--- src/rtl/hcp_pkg.sv ---
package hcp_pkg;
    localparam logic [7:0] CMD_MS  = 8'h80;
    localparam logic [7:0] CMD_DIR = 8'h81;
    localparam logic [7:0] CMD_LVL = 8'h82;
    localparam logic [7:0] CMD_AUD = 8'h83;
    localparam logic [7:0] CMD_OPT = 8'h85;
    localparam logic [7:0] CMD_ST0 = 8'h90;
    localparam logic [7:0] CMD_ST1 = 8'h91;
    localparam logic [7:0] CMD_RES = 8'h92;
    localparam logic [7:0] CMD_PIN = 8'h93;

    localparam int BYTE_W     = 8;
    localparam int FRAME_BITS = 2 * BYTE_W;

    // memory-control byte fields
    localparam int MS_ENC_GO = 0;
    localparam int MS_DEC_GO = 1;
    localparam int MS_WA_CLR = 2;
    localparam int MS_RA_CLR = 3;
    localparam int MS_LINK0  = 4;
    localparam int MS_LINK1  = 5;
    localparam int MS_VWA    = 6;
    localparam int MS_MEM_ON = 7;

    localparam logic [7:0] OPT_RESET = 8'h04;

    typedef enum logic [1:0] {
        CM_4B   = 2'd0,
        CM_5B   = 2'd1,
        CM_6B   = 2'd2,
        CM_FULL = 2'd3
    } comp_mode_e;

    typedef enum logic [1:0] {
        JC_FALL_LOW   = 2'd0,
        JC_RISE_LOW   = 2'd1,
        JC_LEVEL_LOW  = 2'd2,
        JC_LEVEL_HIGH = 2'd3
    } jit_mode_e;

    function automatic logic is_write_cmd(input logic [7:0] c);
        return (c == CMD_MS) || (c == CMD_DIR) || (c == CMD_LVL) ||
               (c == CMD_AUD) || (c == CMD_OPT);
    endfunction

    function automatic logic is_read_cmd(input logic [7:0] c);
        return c[7:4] == 4'h9;
    endfunction
endpackage

--- src/rtl/hcp_sync.sv ---
module hcp_sync #(
    parameter int W      = 1,
    parameter int STAGES = 2
) (
    input  logic         clk,
    input  logic         rst_n,
    input  logic [W-1:0] d_i,
    output logic [W-1:0] q_o
);
    logic [W-1:0] stg_q [STAGES];

    always_ff @(posedge clk or negedge rst_n) begin
        if (!rst_n) begin
            for (int s = 0; s < STAGES; s++) stg_q[s] <= '0;
        end else begin
            stg_q[0] <= d_i;
            for (int s = 1; s < STAGES; s++) stg_q[s] <= stg_q[s-1];
        end
    end

    assign q_o = stg_q[STAGES-1];
endmodule

--- src/rtl/hcp_serial.sv ---
module hcp_serial
    import hcp_pkg::*;
#(
    parameter int RD_W = 16
) (
    input  logic            clk,
    input  logic            rst_n,
    input  logic            sclk_i,
    input  logic            sdat_i,
    input  logic            ld_i,
    input  logic [RD_W-1:0] rd_word_i,
    output logic [7:0]      cmd_o,
    output logic [7:0]      dat_o,
    output logic            wr_stb_o,
    output logic            rd_clr_o,
    output logic            sout_o
);
    localparam int CNT_W = $clog2(FRAME_BITS + 1);
    localparam logic [CNT_W-1:0] CNT_FULL = CNT_W'(FRAME_BITS);
    localparam logic [CNT_W-1:0] CNT_CMD  = CNT_W'(BYTE_W);

    typedef struct packed {
        logic             sclk_p;
        logic             ld_p;
        logic [CNT_W-1:0] cnt;
        logic [7:0]       cmd;
        logic [7:0]       dat;
        logic [RD_W-1:0]  sh;
        logic             loaded;
        logic             wr_stb;
        logic             rd_clr;
    } ser_t;

    ser_t q, d;
    logic rise, fall, ld_rise;

    always_comb begin
        d        = q;
        d.wr_stb = 1'b0;
        d.rd_clr = 1'b0;
        d.sclk_p = sclk_i;
        d.ld_p   = ld_i;
        rise     = sclk_i & ~q.sclk_p;
        fall     = ~sclk_i & q.sclk_p;
        ld_rise  = ld_i & ~q.ld_p;
        if (ld_i) begin
            if (ld_rise) begin
                if (q.cnt == CNT_FULL && is_write_cmd(q.cmd)) d.wr_stb = 1'b1;
                if (q.loaded && q.cmd == CMD_ST0)              d.rd_clr = 1'b1;
            end
            d.cnt    = '0;
            d.loaded = 1'b0;
            d.sh     = '0;
        end else begin
            if (rise && q.cnt < CNT_FULL) begin
                if (q.cnt < CNT_CMD) d.cmd = {q.cmd[6:0], sdat_i};
                else                 d.dat = {q.dat[6:0], sdat_i};
                d.cnt = q.cnt + 1'b1;
            end
            if (fall) begin
                if (q.loaded) begin
                    d.sh = q.sh << 1;
                end else if (q.cnt == CNT_CMD && is_read_cmd(q.cmd)) begin
                    d.sh     = rd_word_i;
                    d.loaded = 1'b1;
                end
            end
        end
    end

    always_ff @(posedge clk or negedge rst_n) begin
        if (!rst_n) q <= '0;
        else        q <= d;
    end

    assign cmd_o    = q.cmd;
    assign dat_o    = q.dat;
    assign wr_stb_o = q.wr_stb;
    assign rd_clr_o = q.rd_clr;
    assign sout_o   = q.loaded & q.sh[RD_W-1];

    p_quiet_idle_r2: assert property (@(posedge clk) disable iff (!rst_n)
        ld_i |=> !sout_o) else $error("serial output active outside a frame");

    p_wr_pulse_r1: assert property (@(posedge clk) disable iff (!rst_n)
        wr_stb_o |=> !wr_stb_o) else $error("write strobe longer than one cycle");
endmodule

--- src/rtl/hcp_regfile.sv ---
module hcp_regfile
    import hcp_pkg::*;
#(
    parameter int NPORT = 5
) (
    input  logic             clk,
    input  logic             rst_n,
    input  logic             wr_stb_i,
    input  logic [7:0]       wr_cmd_i,
    input  logic [7:0]       wr_dat_i,
    output logic [7:0]       ms_o,
    output logic             ms_stb_o,
    output logic [NPORT-1:0] gp_oe_o,
    output logic [NPORT-1:0] gp_out_o,
    output logic             mute_o,
    output logic             cmp12_o,
    output logic [1:0]       mem_type_o,
    output logic [1:0]       jit_mode_o,
    output logic [1:0]       comp_mode_o
);
    typedef struct packed {
        logic [7:0]       ms;
        logic             ms_stb;
        logic [NPORT-1:0] oe;
        logic [NPORT-1:0] lv;
        logic             mute;
        logic             cmp12;
        logic [7:0]       opt;
    } reg_t;

    reg_t       q, d;
    comp_mode_e comp;

    always_comb begin
        d        = q;
        d.ms_stb = 1'b0;
        if (wr_stb_i) begin
            case (wr_cmd_i)
                CMD_MS:  begin d.ms = wr_dat_i; d.ms_stb = 1'b1; end
                CMD_DIR: d.oe = wr_dat_i[NPORT-1:0];
                CMD_LVL: d.lv = wr_dat_i[NPORT-1:0];
                CMD_AUD: begin d.mute = wr_dat_i[0]; d.cmp12 = wr_dat_i[1]; end
                CMD_OPT: d.opt = wr_dat_i;
                default: ;
            endcase
        end
    end

    always_comb begin
        case (q.opt[3:0])
            4'b0001: comp = CM_4B;
            4'b0010: comp = CM_5B;
            4'b1000: comp = CM_FULL;
            default: comp = CM_6B;
        endcase
    end

    always_ff @(posedge clk or negedge rst_n) begin
        if (!rst_n) begin
            q     <= '0;
            q.opt <= OPT_RESET;
        end else begin
            q <= d;
        end
    end

    for (genvar i = 0; i < NPORT; i++) begin : g_pin
        assign gp_out_o[i] = q.oe[i] & q.lv[i];
    end

    assign ms_o        = q.ms;
    assign ms_stb_o    = q.ms_stb;
    assign gp_oe_o     = q.oe;
    assign mute_o      = q.mute;
    assign cmp12_o     = q.cmp12;
    assign mem_type_o  = q.opt[7:6];
    assign jit_mode_o  = q.opt[5:4];
    assign comp_mode_o = comp;

    p_comp_fallback_r3: assert property (@(posedge clk) disable iff (!rst_n)
        (comp_mode_o != CM_6B) |-> ($countones(q.opt[3:0]) == 1))
        else $error("non-default compression from a non one-hot select");

    p_cfg_hold_r1: assert property (@(posedge clk) disable iff (!rst_n)
        !wr_stb_i |=> $stable({q.ms, q.oe, q.lv, q.mute, q.cmp12, q.opt}))
        else $error("register changed without a committed write");
endmodule

--- src/rtl/hcp_flags.sv ---
module hcp_flags
    import hcp_pkg::*;
(
    input  logic       clk,
    input  logic       rst_n,
    input  logic       fclk_i,
    input  logic       fdat_i,
    input  logic [1:0] jit_mode_i,
    input  logic       ms_stb_i,
    input  logic [7:0] ms_i,
    input  logic       rd_clr_i,
    input  logic       ovf1_evt_i,
    input  logic       bovf_evt_i,
    input  logic       rz_evt_i,
    input  logic       link_done_i,
    input  logic       wr_full_i,
    output logic [7:0] st0_o,
    output logic       enc_run_o
);
    typedef struct packed {
        logic fclk_p;
        logic err;
        logic ovf1;
        logic bovf;
        logic einh;
        logic dinh;
        logic run;
    } flag_t;

    flag_t q, d;
    logic  jit_hit, f_rise, f_fall, addr_clr, link_any, run_set, run_clr;

    always_comb begin
        d        = q;
        d.fclk_p = fclk_i;
        f_rise   = fclk_i & ~q.fclk_p;
        f_fall   = ~fclk_i & q.fclk_p;
        case (jit_mode_i)
            JC_FALL_LOW:  jit_hit = f_fall & ~fdat_i;
            JC_RISE_LOW:  jit_hit = f_rise & ~fdat_i;
            JC_LEVEL_LOW: jit_hit = ~fdat_i;
            default:      jit_hit = fdat_i;
        endcase
        addr_clr = ms_stb_i & (ms_i[MS_WA_CLR] | ms_i[MS_RA_CLR]);
        link_any = ms_i[MS_LINK0] | ms_i[MS_LINK1];

        d.err  = jit_hit    | (q.err  & ~rd_clr_i);
        d.ovf1 = ovf1_evt_i | (q.ovf1 & ~rd_clr_i & ~addr_clr);
        d.bovf = bovf_evt_i | (q.bovf & ~rd_clr_i & ~addr_clr);
        d.dinh = rz_evt_i   | (q.dinh & ~rd_clr_i & ~addr_clr);
        d.einh = (jit_hit | ovf1_evt_i | bovf_evt_i) |
                 (q.einh & ~link_done_i & ~addr_clr);

        run_set = (ms_stb_i & ms_i[MS_ENC_GO] & ms_i[MS_MEM_ON] & ~link_any &
                   ~q.err & ~wr_full_i) | link_done_i;
        run_clr = jit_hit | wr_full_i |
                  (ms_stb_i & (~ms_i[MS_ENC_GO] | ~ms_i[MS_MEM_ON] | link_any));
        if (run_clr)      d.run = 1'b0;
        else if (run_set) d.run = 1'b1;
    end

    always_ff @(posedge clk or negedge rst_n) begin
        if (!rst_n) q <= '0;
        else        q <= d;
    end

    assign st0_o     = {3'b000, q.dinh, q.einh, q.bovf, q.ovf1, q.err};
    assign enc_run_o = q.run;

    p_level_high_r5: assert property (@(posedge clk) disable iff (!rst_n)
        (jit_mode_i == JC_LEVEL_HIGH && fdat_i) |=> q.err)
        else $error("level-high check missed an error");

    p_read_clears_r6: assert property (@(posedge clk) disable iff (!rst_n)
        (rd_clr_i && !ovf1_evt_i) |=> !q.ovf1)
        else $error("status read left overflow-once set");

    p_einh_survives_r6: assert property (@(posedge clk) disable iff (!rst_n)
        (rd_clr_i && q.einh && !link_done_i && !ms_stb_i) |=> q.einh)
        else $error("status read cleared encode inhibit");

    p_full_wins_r7: assert property (@(posedge clk) disable iff (!rst_n)
        wr_full_i |=> !q.run)
        else $error("encode running while write-full");
endmodule

--- src/rtl/host_cmd_port.sv ---
module host_cmd_port
    import hcp_pkg::*;
#(
    parameter int NPORT       = 5,
    parameter int RES_W       = 16,
    parameter int SYNC_STAGES = 2
) (
    input  logic             clk,
    input  logic             rst_n,
    input  logic             hs_dat_i,
    input  logic             hs_clk_i,
    input  logic             hs_ld_i,
    output logic             hs_out_o,
    input  logic             frame_clk_i,
    input  logic             jit_dat_i,
    input  logic             ovf_once_evt_i,
    input  logic             buf_ovf_evt_i,
    input  logic             resid_zero_evt_i,
    input  logic             link_done_i,
    input  logic             wr_full_i,
    input  logic             buf_empty_i,
    input  logic             dec_run_i,
    input  logic [RES_W-1:0] resid_i,
    input  logic [NPORT-1:0] gp_pin_i,
    output logic [7:0]       ms_ctrl_o,
    output logic             ms_stb_o,
    output logic             enc_run_o,
    output logic [NPORT-1:0] gp_oe_o,
    output logic [NPORT-1:0] gp_out_o,
    output logic             mute_o,
    output logic             cmp12_o,
    output logic [1:0]       mem_type_o,
    output logic [1:0]       comp_mode_o
);
    localparam int RD_W   = RES_W;
    localparam int SYNC_W = 5 + NPORT;
    localparam int LOW_W  = RD_W - BYTE_W;

    logic [SYNC_W-1:0] async_in, sync_out;
    logic              s_dat, s_clk, s_ld, s_fclk, s_jit;
    logic [NPORT-1:0]  s_pin;
    logic [7:0]        cmd, dat, ms, st0, st1, pins;
    logic              wr_stb, rd_clr, ms_stb, enc_run;
    logic [1:0]        jit_mode;
    logic [RD_W-1:0]   rd_word;

    assign async_in = {gp_pin_i, jit_dat_i, frame_clk_i, hs_ld_i, hs_clk_i, hs_dat_i};

    hcp_sync #(.W(SYNC_W), .STAGES(SYNC_STAGES)) u_sync (
        .clk(clk), .rst_n(rst_n), .d_i(async_in), .q_o(sync_out)
    );
    assign {s_pin, s_jit, s_fclk, s_ld, s_clk, s_dat} = sync_out;

    assign st1  = {4'b0000, dec_run_i, enc_run, wr_full_i, buf_empty_i};
    assign pins = {{(BYTE_W-NPORT){1'b0}}, s_pin};

    always_comb begin
        case (cmd)
            CMD_ST0: rd_word = {st0, {LOW_W{1'b0}}};
            CMD_ST1: rd_word = {st1, {LOW_W{1'b0}}};
            CMD_RES: rd_word = resid_i;
            CMD_PIN: rd_word = {pins, {LOW_W{1'b0}}};
            default: rd_word = '0;
        endcase
    end

    hcp_serial #(.RD_W(RD_W)) u_serial (
        .clk(clk), .rst_n(rst_n), .sclk_i(s_clk), .sdat_i(s_dat), .ld_i(s_ld),
        .rd_word_i(rd_word), .cmd_o(cmd), .dat_o(dat), .wr_stb_o(wr_stb),
        .rd_clr_o(rd_clr), .sout_o(hs_out_o)
    );

    hcp_regfile #(.NPORT(NPORT)) u_regs (
        .clk(clk), .rst_n(rst_n), .wr_stb_i(wr_stb), .wr_cmd_i(cmd), .wr_dat_i(dat),
        .ms_o(ms), .ms_stb_o(ms_stb), .gp_oe_o(gp_oe_o), .gp_out_o(gp_out_o),
        .mute_o(mute_o), .cmp12_o(cmp12_o), .mem_type_o(mem_type_o),
        .jit_mode_o(jit_mode), .comp_mode_o(comp_mode_o)
    );

    hcp_flags u_flags (
        .clk(clk), .rst_n(rst_n), .fclk_i(s_fclk), .fdat_i(s_jit), .jit_mode_i(jit_mode),
        .ms_stb_i(ms_stb), .ms_i(ms), .rd_clr_i(rd_clr), .ovf1_evt_i(ovf_once_evt_i),
        .bovf_evt_i(buf_ovf_evt_i), .rz_evt_i(resid_zero_evt_i), .link_done_i(link_done_i),
        .wr_full_i(wr_full_i), .st0_o(st0), .enc_run_o(enc_run)
    );

    assign ms_ctrl_o = ms;
    assign ms_stb_o  = ms_stb;
    assign enc_run_o = enc_run;
endmodule

--- config.mk ---
export PLATFORM = sky130hd
export DESIGN_NAME = host_cmd_port
export DESIGN_NICKNAME = d
export VERILOG_FILES = /design/src/rtl/hcp_pkg.sv /design/src/rtl/hcp_sync.sv /design/src/rtl/hcp_serial.sv /design/src/rtl/hcp_regfile.sv /design/src/rtl/hcp_flags.sv /design/src/rtl/host_cmd_port.sv
export SDC_FILE = /design/constraint.sdc
export NUM_CORES = 1
export LEC_CHECK = 0
export ABC_AREA = 1
export BUFFER_PORTS_ARGS = -buffer_cell sky130_fd_sc_hd__buf_2
export CAP_MARGIN = 0
export CORE_UTILIZATION = 24
export DETAILED_ROUTE_END_ITERATION = 8
export SYNTH_ARGS = -nofsm -noshare
export SYNTH_HDL_FRONTEND = slang
export SYNTH_SLANG_ARGS = --single-unit
--- constraint.sdc ---
create_clock -name clk -period 2.2 [get_ports clk]
set_clock_uncertainty 0.05 [all_clocks]
set_input_delay 0.55 -clock clk [delete_from_list [all_inputs] [get_ports clk]]
set_output_delay 0.55 -clock clk [all_outputs]
set_load 0.01 [all_outputs]
* Word level (Yosys, flattened, before mapping)
Cells that the tools add are included.
** Storage, ports and cells
- Register bits after elaboration :: 98
- Input bits :: 35
- Logic and storage cells :: 149
** Cells by class
- Add/subtract/negate cells :: 1
- Magnitude comparators :: 2
- Equality and inequality tests :: 17
- Mux-type cells :: 24
- Bitwise operators :: 59
- Reductions and logical operators :: 21
** Operators with widths (count)
- $eq A8 B8 Y1 const B :: 9
- $pmux W16 S4 :: 1
- $mux W17 :: 3
- $mux W21 :: 2
- $and A1 B1 Y1 :: 29
- $mux W8 :: 3
- $mux W16 :: 1
- $not A1 Y1 :: 16
- $mux W5 :: 3
- $or A1 B1 Y1 :: 14
- $reduce_and A2 Y1 :: 6
- $eq A4 B4 Y1 const B :: 2
- $mux W1 :: 6
- $mux W2 :: 3
- $pmux W2 S3 :: 1
- $reduce_and A3 Y1 :: 2
- $reduce_bool A2 Y1 :: 3
- $add A5 B1 Y5 const B :: 1
- $eq A5 B4 Y1 const B :: 1
- $eq A5 B5 Y1 const B :: 1
- $lt A5 B4 Y1 const B :: 1
- $lt A5 B5 Y1 const B :: 1
- $eq A4 B1 Y1 const B :: 1
- $eq A4 B2 Y1 const B :: 1
- 7 further kinds :: 13

* Depth between registers and ports, before layout
- Depth in word-level cells :: 9
- Mapped depth :: 13
- Gate-level depth less buffers :: 12

* Modules after synthesis
Synthesis repeated with hierarchy kept, for this count alone.
** Unflattened totals
- Cells, all modules :: 622
- Area total of the unflattened synthesis :: 5207.5 um^2
** Modules (own cells, without submodules)
- hcp_serial :: instances 1, cells each 280, area each 2249.7 um^2
- hcp_regfile :: instances 1, cells each 174, area each 1510.2 um^2
- hcp_sync :: instances 1, cells each 30, area each 575.6 um^2
- host_cmd_port :: instances 1, cells each 86, area each 455.4 um^2
- hcp_flags :: instances 1, cells each 52, area each 416.6 um^2

* Worst setup path before layout
No wires, ideal clock.
- Path kind :: register to output
- Start :: register u_serial.q[2] (netlist name)
- End :: output port hs_out_o
- Arrival time :: 1.007 ns
- Data required time :: 1.600 ns
- Setup slack :: 0.593 ns
- Cell stages (with the launch flop) :: 5
- Buffers on the path :: 2
- Cell sequence :: dfrtp_1 -> clkbuf_1 -> buf_1 -> nand2_1 -> inv_1
** Between the ends
- Cells in the longest elaborated chain, start to end :: 1
** RTL lines
- start, declared :: line hcp_serial.sv:34 : ser_t q, d;
- start signal, assigned :: line hcp_serial.sv:72 : if (!rst_n) q <= '0;
- start signal, assigned :: line hcp_serial.sv:73 : else q <= d;
- $and A1 B1 Y1 :: line hcp_serial.sv:80 : assign sout_o = q.loaded & q.sh[RD_W-1];
- end, declared :: line host_cmd_port.sv:13 : output logic hs_out_o,
No other way between the ends.

* Final worst setup path
- Start :: register u_serial.q[35] (netlist name)
- End :: register u_serial.q[11] (netlist name)
** Between the ends
- Cells in the longest elaborated chain, start to end :: 4
** RTL lines
- $eq A5 B4 Y1 :: line hcp_serial.sv:63 : end else if (q.cnt == CNT_CMD && is_read_cmd(q.cmd)) begin
- $logic_and A1 B1 Y1 :: line hcp_serial.sv:63
- $reduce_bool A3 Y1 (no line)
- $reduce_and A2 Y1 (no line)
No other way between the ends.
A chain may end at the register's enable or synchronous reset.

==> run metrics <==
clock buffer depth=2; layout cells sized above 1=0.200; initial core utilization=0.246; DPL Wire Length=6.52 mm; # Post-CTS Setup Buffers=0; power density over the cells=between 700 and 800 mW/mm2; total wire length=9.06 mm; DR vias/cell=4.13; post-route setup TNS=0 ns; routed via count=~3.1k; #FFs+latches synth=98; period utilisation layout=0.856; final antenna diode count=0; global placement routability congestion=0.756; RSZ-0062 raised after global routing=no; drt wl/cell=12.0 um; synth warn=0; Iteration-0 DRC Markers=172; clock-pin slew on the worst setup and hold paths=0.06 ns; placed inst area=0.00472 mm2; CP max-delay cell=dfrtp_1; final antenna-violating net count=0; critical path type=reg2reg; Final Setup Violations=0; Worst VDD drop=0.347 mV; final hold slack=0.0275 ns; final instance area=~0.005 mm2; most frequent cell on the critical path=nand2_1; Sink Count=98; Port Buffers=61; Critical Path Sink Type=flop; CTS tree=built; Syn Nets=511; Core Rows=48; Residual DRC=0; Layout Nets=564; cells along the critical path=inv_1, ha_1, inv_1, nor2_1, nand3_1, nor2_4, inv_2, nor2_1, o21ai_0, nand2_1, nand2_1, nand2_1; Syn Inst Count=474; clock root buffer=clkbuf_16; Netlist Area Pre-Place=0.00426 mm2; status=finished, final reports clean; die area=0.0183 mm2; worst-margin pin slew=0.487 ns; H-Tree Depth=3; gr usage total=0.108; initial antenna violation count=0; commonest cells after routing, fill and taps aside=nand2_1 (140), dfrtp_1 (97), buf_2 (60); Resized cells post-CTS=0; CTS buffer count=9; Synth Area per Inst=8.99 um2; Layout area overhead=17.6%; Slew headroom=0.675; vias in the first global route=3027; Die W=about 140 um; boundary pin count=62; Max Fclk=531 MHz; first-pass GRT wire length=15.2 mm; hold crit path type=in2async; Die H=135 um; CP required=~2.4 ns; hold-fix buffers at CTS=0; Overflow after GRT=0; final total power=~3700 uW; Slew Limit Fails=0; Clock Latency Late Sink=0.34 ns; delay of the slowest cell on the worst path=between 0.3 and 0.4 ns; # Max-Cap Violations=0; Core ar.=~0.017 mm2; Critical Path Fanout Max=5; post-synth cell types=39; Worst EP arrival=2.11 ns; largest net degree at the start of global routing=81; TritonRoute pass-1 iters=5; count of final hold-check violations=0; min Tclk post-route=1.88 ns; leading cell type in the layout, fill and taps excluded=nand2_1; post-synthesis sequential area ratio=0.576; Worst setup SP type=flop; leakage power=0.00258 uW
[power breakdown]
part           switching (uW)  total [uW]  internal (uW)  leakage [uW]
Combinational             176         254           78.0       0.00115
Clock                     656        1560            904      0.000148
Sequential               46.3        1910           1860       0.00128
[registers in the layout, indices dropped and copies added, names as in the netlist]
signal	count
u_flags.enc_run_o	1
u_regs.ms_stb_o	1
u_regs.q	9
u_regs.jit_mode_o	2
u_serial.rd_clr_o	1
u_regs.gp_oe_o	5
u_serial.cmd_o	8
u_regs.mute_o	1
u_sync.q_o	10
u_regs.ms_o	8
u_regs.cmp12_o	1
u_sync.stg_q	10
u_serial.dat_o	8
u_serial.wr_stb_o	1
u_flags.q	1
u_flags.st0_o	5
u_regs.mem_type_o	2
u_serial.q	24
[path summary, 6_finish.rpt]
path                                            startpoint                            end  cells past startpoint  slack [ns]
min in group clk                               gp_pin_i[0]     u_sync.stg_q[15]$_DFF_PN0_                      1        0.26
worst min register to register  u_sync.stg_q[13]$_DFF_PN0_        u_sync.q_o[3]$_DFF_PN0_                      0        0.30
worst max register to register  u_serial.q[35]$_DFFE_PN0P_     u_serial.q[11]$_DFFE_PN0P_                     12        0.32
worst min-delay path                                 rst_n  u_regs.gp_oe_o[1]$_DFFE_PN0P_                      1        0.03
worst max-delay path            u_serial.q[35]$_DFFE_PN0P_     u_serial.q[11]$_DFFE_PN0P_                     12        0.32
max in group asynchronous                            rst_n      u_serial.q[5]$_DFFE_PN0P_                      2        1.38
[critical path: cells and delay by family, from the launching register on]
kind / cells / cell delay (ns)
simple gates: 7 / 0.87
compound gates: 1 / 0.17
flops: 1 / 0.39
fa+ha+maj: 1 / 0.14
buf+inv: 3 / 0.18
[per-layer routing]
metal | share of wire | track usage
met5 | 0 | 0
met4 | 0.020 | 0.0524
met3 | 0.040 | 0.0266
met2 | 0.48 | 0.170
met1 | 0.46 | 0.137
[cells in the mapped netlist, drive strengths merged]
cell type,count,area (um2)
a211oi,1,7.51
a21oi,15,86.3
buf,22,175
clkbuf,2,7.51
clkinv,1,5.00
dfrtp,97,2430
dfstp,1,26.3
ha,2,25.0
inv,56,210
nand2,143,549
nand3,25,143
nand4,3,25.0
nor2,36,153
nor3,7,45.0
nor4,1,6.26
o2111a,1,11.3
o211ai,1,7.51
o21a,1,7.51
o21ai,52,287
o31ai,4,30.0
o41ai,1,8.76
or3b,1,8.76
xnor2,1,8.76
[final cells by class]
cell class	count	area (um2)
inverter	57	215
fill	1841	12300
clock inverter	5	53.8
timing repair buffer	66	358
sequential	98	2450
multi-input combinational	295	1410
tap	225	282
clock buffer	10	239
[cell families (layout without fill, tap and decap cells)]
group / Yosys count / in the layout / share of synthesized area
XOR/XNOR: 1 / 1 / 0.00206
adder cells (fa/ha/maj): 2 / 2 / 0.00587
buffers and inverters: 81 / 138 / 0.0934
AND/OR/NAND/NOR: 216 / 216 / 0.218
flip-flops: 98 / 98 / 0.576
AO/OA/AOI/OAI: 76 / 76 / 0.105
[metrics by stage]
stage	utilization	worst slack, ns	instances
6_report	0.290	0.318	756
5_1_grt	0.290	0.0538	756
4_1_cts	0.290	0.299	756
3_5_place_dp	0.273	0.314	741
3_3_place_gp	0.273	0.354	741
2_1_floorplan	-	0.593	474
Note: power is estimated with default switching activity, not from simulation.
